$ cat src/rtl/ipa_pkg.sv
package ipa_pkg;

   typedef enum logic [1:0] {
      DSZ_BYTE  = 2'd0,
      DSZ_WORD  = 2'd1,
      DSZ_DWORD = 2'd2,
      DSZ_NONE  = 2'd3
   } disp_size_e;

   localparam int unsigned ERR_CODE_W = 16;

   // Number of bytes the size code covers; zero for the unused code.
   function automatic logic [2:0] size_bytes(input logic [1:0] code);
      case (code)
         2'd0:    size_bytes = 3'd1;
         2'd1:    size_bytes = 3'd2;
         2'd2:    size_bytes = 3'd4;
         default: size_bytes = 3'd0;
      endcase
   endfunction

endpackage

$ cat src/rtl/ipa_step_gen.sv
// Works out the signed delta for a sequential or relative update.
module ipa_step_gen
   import ipa_pkg::*;
#(
   parameter int unsigned ADDR_W = 32
) (
   input  logic              seq_valid,
   input  logic [1:0]        seq_len,
   input  logic              br_valid,
   input  logic              br_taken,
   input  logic [1:0]        br_size,
   input  logic [ADDR_W-1:0] br_disp,
   output logic              step_valid,
   output logic [ADDR_W-1:0] step_delta
);

   localparam int unsigned EXT8  = ADDR_W - 8;
   localparam int unsigned EXT16 = ADDR_W - 16;

   logic [ADDR_W-1:0] disp_ext;
   logic [ADDR_W-1:0] field_len;
   logic [ADDR_W-1:0] seq_amt;
   logic              br_ok;
   logic              seq_ok;

   generate
      if (ADDR_W < 32) begin : g_width_chk
         $error("ipa_step_gen: ADDR_W must be at least 32");
      end
   endgenerate

   always_comb begin
      case (disp_size_e'(br_size))
         DSZ_BYTE:  disp_ext = {{EXT8{br_disp[7]}}, br_disp[7:0]};
         DSZ_WORD:  disp_ext = {{EXT16{br_disp[15]}}, br_disp[15:0]};
         DSZ_DWORD: disp_ext = br_disp;
         default:   disp_ext = '0;
      endcase
   end

   assign field_len = ADDR_W'(size_bytes(br_size));
   assign seq_amt   = ADDR_W'(size_bytes(seq_len));
   assign br_ok     = (br_size != DSZ_NONE);
   assign seq_ok    = (seq_len != 2'd3);

   always_comb begin
      step_valid = 1'b0;
      step_delta = '0;
      if (br_valid) begin
         step_valid = br_ok;
         step_delta = br_taken ? (disp_ext + field_len) : field_len;
      end else if (seq_valid) begin
         step_valid = seq_ok;
         step_delta = seq_amt;
      end
   end

endmodule

$ cat src/rtl/ipa_wrap_mask.sv
// Narrow-mode truncation of a computed pointer.
module ipa_wrap_mask #(
   parameter int unsigned ADDR_W   = 32,
   parameter int unsigned NARROW_W = 16
) (
   input  logic              narrow,
   input  logic [ADDR_W-1:0] value_in,
   output logic [ADDR_W-1:0] value_out
);

   localparam int unsigned PAD_W = ADDR_W - NARROW_W;

   generate
      if (NARROW_W > ADDR_W || NARROW_W == 0) begin : g_bad_narrow
         $error("ipa_wrap_mask: NARROW_W out of range");
      end else if (NARROW_W == ADDR_W) begin : g_passthru
         assign value_out = value_in;
      end else begin : g_masked
         assign value_out = narrow ? {{PAD_W{1'b0}}, value_in[NARROW_W-1:0]}
                                   : value_in;
      end
   endgenerate

endmodule

$ cat src/rtl/ipa_limit_cmp.sv
// Unsigned limit comparison for absolute loads.
module ipa_limit_cmp #(
   parameter int unsigned ADDR_W = 32
) (
   input  logic [ADDR_W-1:0] target,
   input  logic [ADDR_W-1:0] limit,
   output logic              over
);

   assign over = (target > limit);

endmodule

$ cat src/rtl/ip_advance_unit.sv
module ip_advance_unit
   import ipa_pkg::*;
#(
   parameter int unsigned ADDR_W    = 32,
   parameter int unsigned NARROW_W  = 16,
   parameter logic [31:0] RESET_VEC = 32'h0000_FFF0
) (
   input  logic              clk,
   input  logic              rst,
   input  logic              wide_mode,
   input  logic [ADDR_W-1:0] cs_limit,
   input  logic              seq_valid,
   input  logic [1:0]        seq_len,
   input  logic              br_valid,
   input  logic              br_taken,
   input  logic [1:0]        br_size,
   input  logic [ADDR_W-1:0] br_disp,
   input  logic              ld_valid,
   input  logic [ADDR_W-1:0] ld_target,
   output logic [ADDR_W-1:0] ip_out,
   output logic              gp_fault,
   output logic [15:0]       gp_err_code
);

   logic [ADDR_W-1:0] ip_q;
   logic              fault_q;
   logic              step_valid;
   logic [ADDR_W-1:0] step_delta;
   logic [ADDR_W-1:0] raw_sum;
   logic [ADDR_W-1:0] wrapped;
   logic              ld_over;

   ipa_step_gen #(.ADDR_W(ADDR_W)) step_i (
      .seq_valid (seq_valid),
      .seq_len   (seq_len),
      .br_valid  (br_valid),
      .br_taken  (br_taken),
      .br_size   (br_size),
      .br_disp   (br_disp),
      .step_valid(step_valid),
      .step_delta(step_delta)
   );

   assign raw_sum = ip_q + step_delta;

   ipa_wrap_mask #(.ADDR_W(ADDR_W), .NARROW_W(NARROW_W)) wrap_i (
      .narrow   (~wide_mode),
      .value_in (raw_sum),
      .value_out(wrapped)
   );

   ipa_limit_cmp #(.ADDR_W(ADDR_W)) lim_i (
      .target(ld_target),
      .limit (cs_limit),
      .over  (ld_over)
   );

   always_ff @(posedge clk) begin
      if (rst) begin
         ip_q    <= ADDR_W'(RESET_VEC);
         fault_q <= 1'b0;
      end else begin
         fault_q <= ld_valid & ld_over;
         if (ld_valid) begin
            if (!ld_over) ip_q <= ld_target;
         end else if (step_valid) begin
            ip_q <= wrapped;
         end
      end
   end

   assign ip_out      = ip_q;
   assign gp_fault    = fault_q;
   assign gp_err_code = '0;

endmodule

$ cat config.mk
export PLATFORM = sky130hd
export DESIGN_NAME = ip_advance_unit
export DESIGN_NICKNAME = d
export VERILOG_FILES = /design/src/rtl/ipa_pkg.sv /design/src/rtl/ipa_step_gen.sv /design/src/rtl/ipa_wrap_mask.sv /design/src/rtl/ipa_limit_cmp.sv /design/src/rtl/ip_advance_unit.sv
export SDC_FILE = /design/constraint.sdc
export NUM_CORES = 1
export LEC_CHECK = 0
export ABC_AREA = 1
export BUFFER_PORTS_ARGS = -buffer_cell sky130_fd_sc_hd__buf_2
export CAP_MARGIN = 15
export CORE_UTILIZATION = 40
export DETAILED_ROUTE_END_ITERATION = 8
export PLACE_DENSITY = 0.64
export SLEW_MARGIN = 30
export SYNTH_ARGS = -nofsm -noshare
export SYNTH_HDL_FRONTEND = slang
export SYNTH_SLANG_ARGS = --single-unit
$ cat constraint.sdc
create_clock -name clk -period 7.05 [get_ports clk]
set_input_delay 1.41 -clock clk [delete_from_list [all_inputs] [get_ports clk]]
set_output_delay 1.41 -clock clk [all_outputs]
set_load 0.03 [all_outputs]
==> results.json <==
{
  "run_status": "complete, no violations",
  "ys_warn_count": 0,
  "ys_seq_area_share_pct": 11.70,
  "num_rows": 43,
  "timing.critical_path.fanout_max": 18,
  "clkTransAtPathRegs_ps": 60,
  "synth_edf_count": 0,
  "path_class": "in -> reg",
  "regArea_um2": 660.6,
  "grt_max_degree": 38,
  "synth_seq_cells": 33,
  "hpwl_mm": 14.74,
  "routed-wl-met3_mm": 1.040,
  "syn_to_final_growth_pct": 15.81,
  "syn-mean-instance-area_um2": 5.813,
  "slew-limit-headroom_pct": 49.35,
  "synthCells": 971,
  "grt_usage_pct": 24.51,
  "cts_tree": "yes",
  "post_cts_resized": 0,
  "die_w_um": 120.8,
  "r2r_start": "ip_out[2]",
  "fmax_mhz": 168.0,
  "synthArstFlopShare_pct": 0,
  "postCtsSetupBuffers": 0,
  "grt_pass1_wl_mm": 28.39,
  "dieArea_um2": 14590,
  "clock_skew_ps": 5.366,
  "layout_commonest_cell": "nand2_1",
  "maxCapViolCount": 0,
  "cts_hold_buf": 0,
  "cts_buffers": 5,
  "via_per_inst": 5.193,
  "drive_gt1_share_pct": 16.19,
  "drtPass1Iterations": 6,
  "p_per_area_nw_per_um2": 144.3,
  "ios": 156,
  "wire_per_inst_um": 13.92,
  "holdPathStages": 2,
  "worstPathArrival_ps": 6170,
  "power_mw": 0.9432,
  "cts_root_buf": "clkbuf_16",
  "cts.sinks": 33,
  "end_kind": "flip-flop",
  "start_util_pct": 40.82,
  "peakVddDrop_v": 0.00007751,
  "wl_met2_mm": 7.640,
  "nets": 1267,
  "antenna_found_initial": 0,
  "drc_errors": 0,
  "fin_crit_sh_pct": 84.42,
  "worstReg2RegEnd": "ip_out[27]",
  "hold_violations": 0,
  "portBuffers": 139,
  "clk_latency_ps": 290,
  "hold_start": "ip_out[0]",
  "slew_violations": 0,
  "worst_pin_slew_ps": 758.9,
  "synth_cell_types": 49,
  "startpoint_type": "input pin",
  "post-route-min-period_ps": 5952,
  "hold_slack_ps": 491.0,
  "gp_congestion": 0.9385,
  "antenna_cells": 0,
  "min_to": "ip_out[0]",
  "synth_area_um2": 5644,
  "fillers": 1493,
  "clk_path_buf_depth": 2,
  "synthFlopType": "dfxtp_1",
  "vias": 6611,
  "met1_length_mm": 8.775,
  "wl_mm": 17.72,
  "grt_setup_unrepaired": "false",
  "ant_nets": 0,
  "grt_pass1_vias": 5806,
  "core_region_area_um2": 13830,
  "mostFrequentLayoutCells": "nand2_1 (225), buf_2 (139), inv_1 (111), nor2_1 (111), a21oi_1 (104)",
  "finalSetupViolCount": 0,
  "dr.max_layer_used": "met4",
  "rrSetupSlack_ps": 4310,
  "hold_class": "reg -> reg",
  "multi_input_area_um2": 4350,
  "crit_required_ps": 7270,
  "p_leak_nw": 3.528,
  "htreeDepth": 2,
  "drt_iter0_drc": 474,
  "grt_overflow_total": 0,
  "tns_ps": 0,
  "r2r_cells": 11,
  "die_h_um": 120.8
}
state kept, by name, indices dropped and copies added (netlist names):
register  cells
ip_out       32
gp_fault      1
stage by stage:
| step | instance area [um2] | util [%] | std cells | worst slack (ps) |
|---|---|---|---|---|
| floorplan | 5700 | - | 986 | 2130 |
| global placement | 6379 | 46.13 | 1265 | 853.8 |
| global route | 6536 | 47.27 | 1273 | 588.2 |
| CTS | 6536 | 47.27 | 1273 | 1112 |
| detailed placement | 6379 | 46.13 | 1265 | 837.9 |
| finish | 6536 | 47.27 | 1273 | 1098 |
final cells by class:
type | count | share of cell area (%)
Inverter | 117 | 6.719
Multi-Input combinational cell | 795 | 66.56
Sequential cell | 33 | 10.11
Tap cell | 180 | 3.446
Clock buffer | 7 | 2.335
Timing Repair Buffer | 140 | 10.76
Clock inverter | 1 | 0.07657
where the power goes:
| group | switching (mW) | internal, mW | total [mW] |
|---|---|---|---|
| logic | 0.319 | 0.158 | 0.477 |
| clock network | 0.0864 | 0.150 | 0.236 |
| registers | 0.0218 | 0.208 | 0.230 |
Yosys cell counts (2+ instances only):
library cell	n	area, um2
nand2_1	225	844.6
inv_1	111	416.7
nor2_1	111	416.7
a21oi_1	104	520.5
nand3_1	80	400.4
o21ai_0	71	355.3
ha_1	66	825.8
dfxtp_1	33	660.6
nor3_1	22	110.1
buf_4	16	120.1
clkbuf_1	12	45.04
nand4_1	12	75.07
o211ai_1	12	90.09
a21o_1	8	60.06
xor2_1	8	70.07
xnor2_1	7	61.31
a21boi_0	5	37.54
buf_2	5	25.02
inv_2	5	18.77
nand2_2	5	31.28
buf_1	4	15.01
buf_6	4	45.04
nor2_2	4	25.02
o21a_1	4	30.03
o21bai_1	4	30.03
a31oi_1	3	18.77
nor4_1	3	18.77
or2_2	3	18.77
fa_1	2	40.04
nand3_2	2	20.02
o21ai_1	2	10.01
logic make-up (layout without fill, tap and decap cells):
logic type | Yosys count | after routing | synth area share, %
AOI/OAI and AO/OA | 220 | 220 | 21.53
xor gates and xnor gates | 15 | 15 | 2.328
adders and majority gates | 68 | 68 | 15.34
buffers and inverters | 158 | 265 | 12.21
DFF | 33 | 33 | 11.70
other | 1 | 16 | 0.06644
and+or+nand+nor | 476 | 476 | 36.82
per-layer routing:
metal | vias to the layer above | GRT usage [%]
met4 | 0 | 5.478
met5 | - | 0
met2 | 198 | 38.69
met1 | 2925 | 35.19
met3 | 16 | 3.160
li1 | 3472 | -
worst max path at each step:
| stage | start | slack, ps | end | cells past startpoint |
|---|---|---|---|---|
| after CTS | br_size[0] | 1110 | ip_out[24] | 25 |
| after floorplan | br_size[0] | 2130 | ip_out[23] | 29 |
| after global placement | br_size[0] | 850 | ip_out[24] | 25 |
| final | br_size[0] | 1100 | ip_out[24] | 25 |
| after detailed placement | br_size[0] | 840 | ip_out[24] | 25 |
| after global routing | br_size[0] | 590 | ip_out[23] | 29 |
worst max-delay path, cell delays in order:
cell and delay (ps):
buf_2 260, clkinv_1 440, nor2_1 400, fa_1 260, nand2_1 100, a211oi_2 250
nand2_1 120, nor2_1 240, nand4_2 180, nor3_4 260, nor2_1 80, nor3_1 330
ha_1 350, nand2_1 130, nor2_1 50, nor2_1 80, a21boi_0 340, o21ai_0 290
nand2_1 150, nand2_1 60, nand2_1 70, nand3_1 70, nand2_1 80, nor2_1 40
nor2_1 130
No activity file was read; power rests on OpenSTA's default activity.
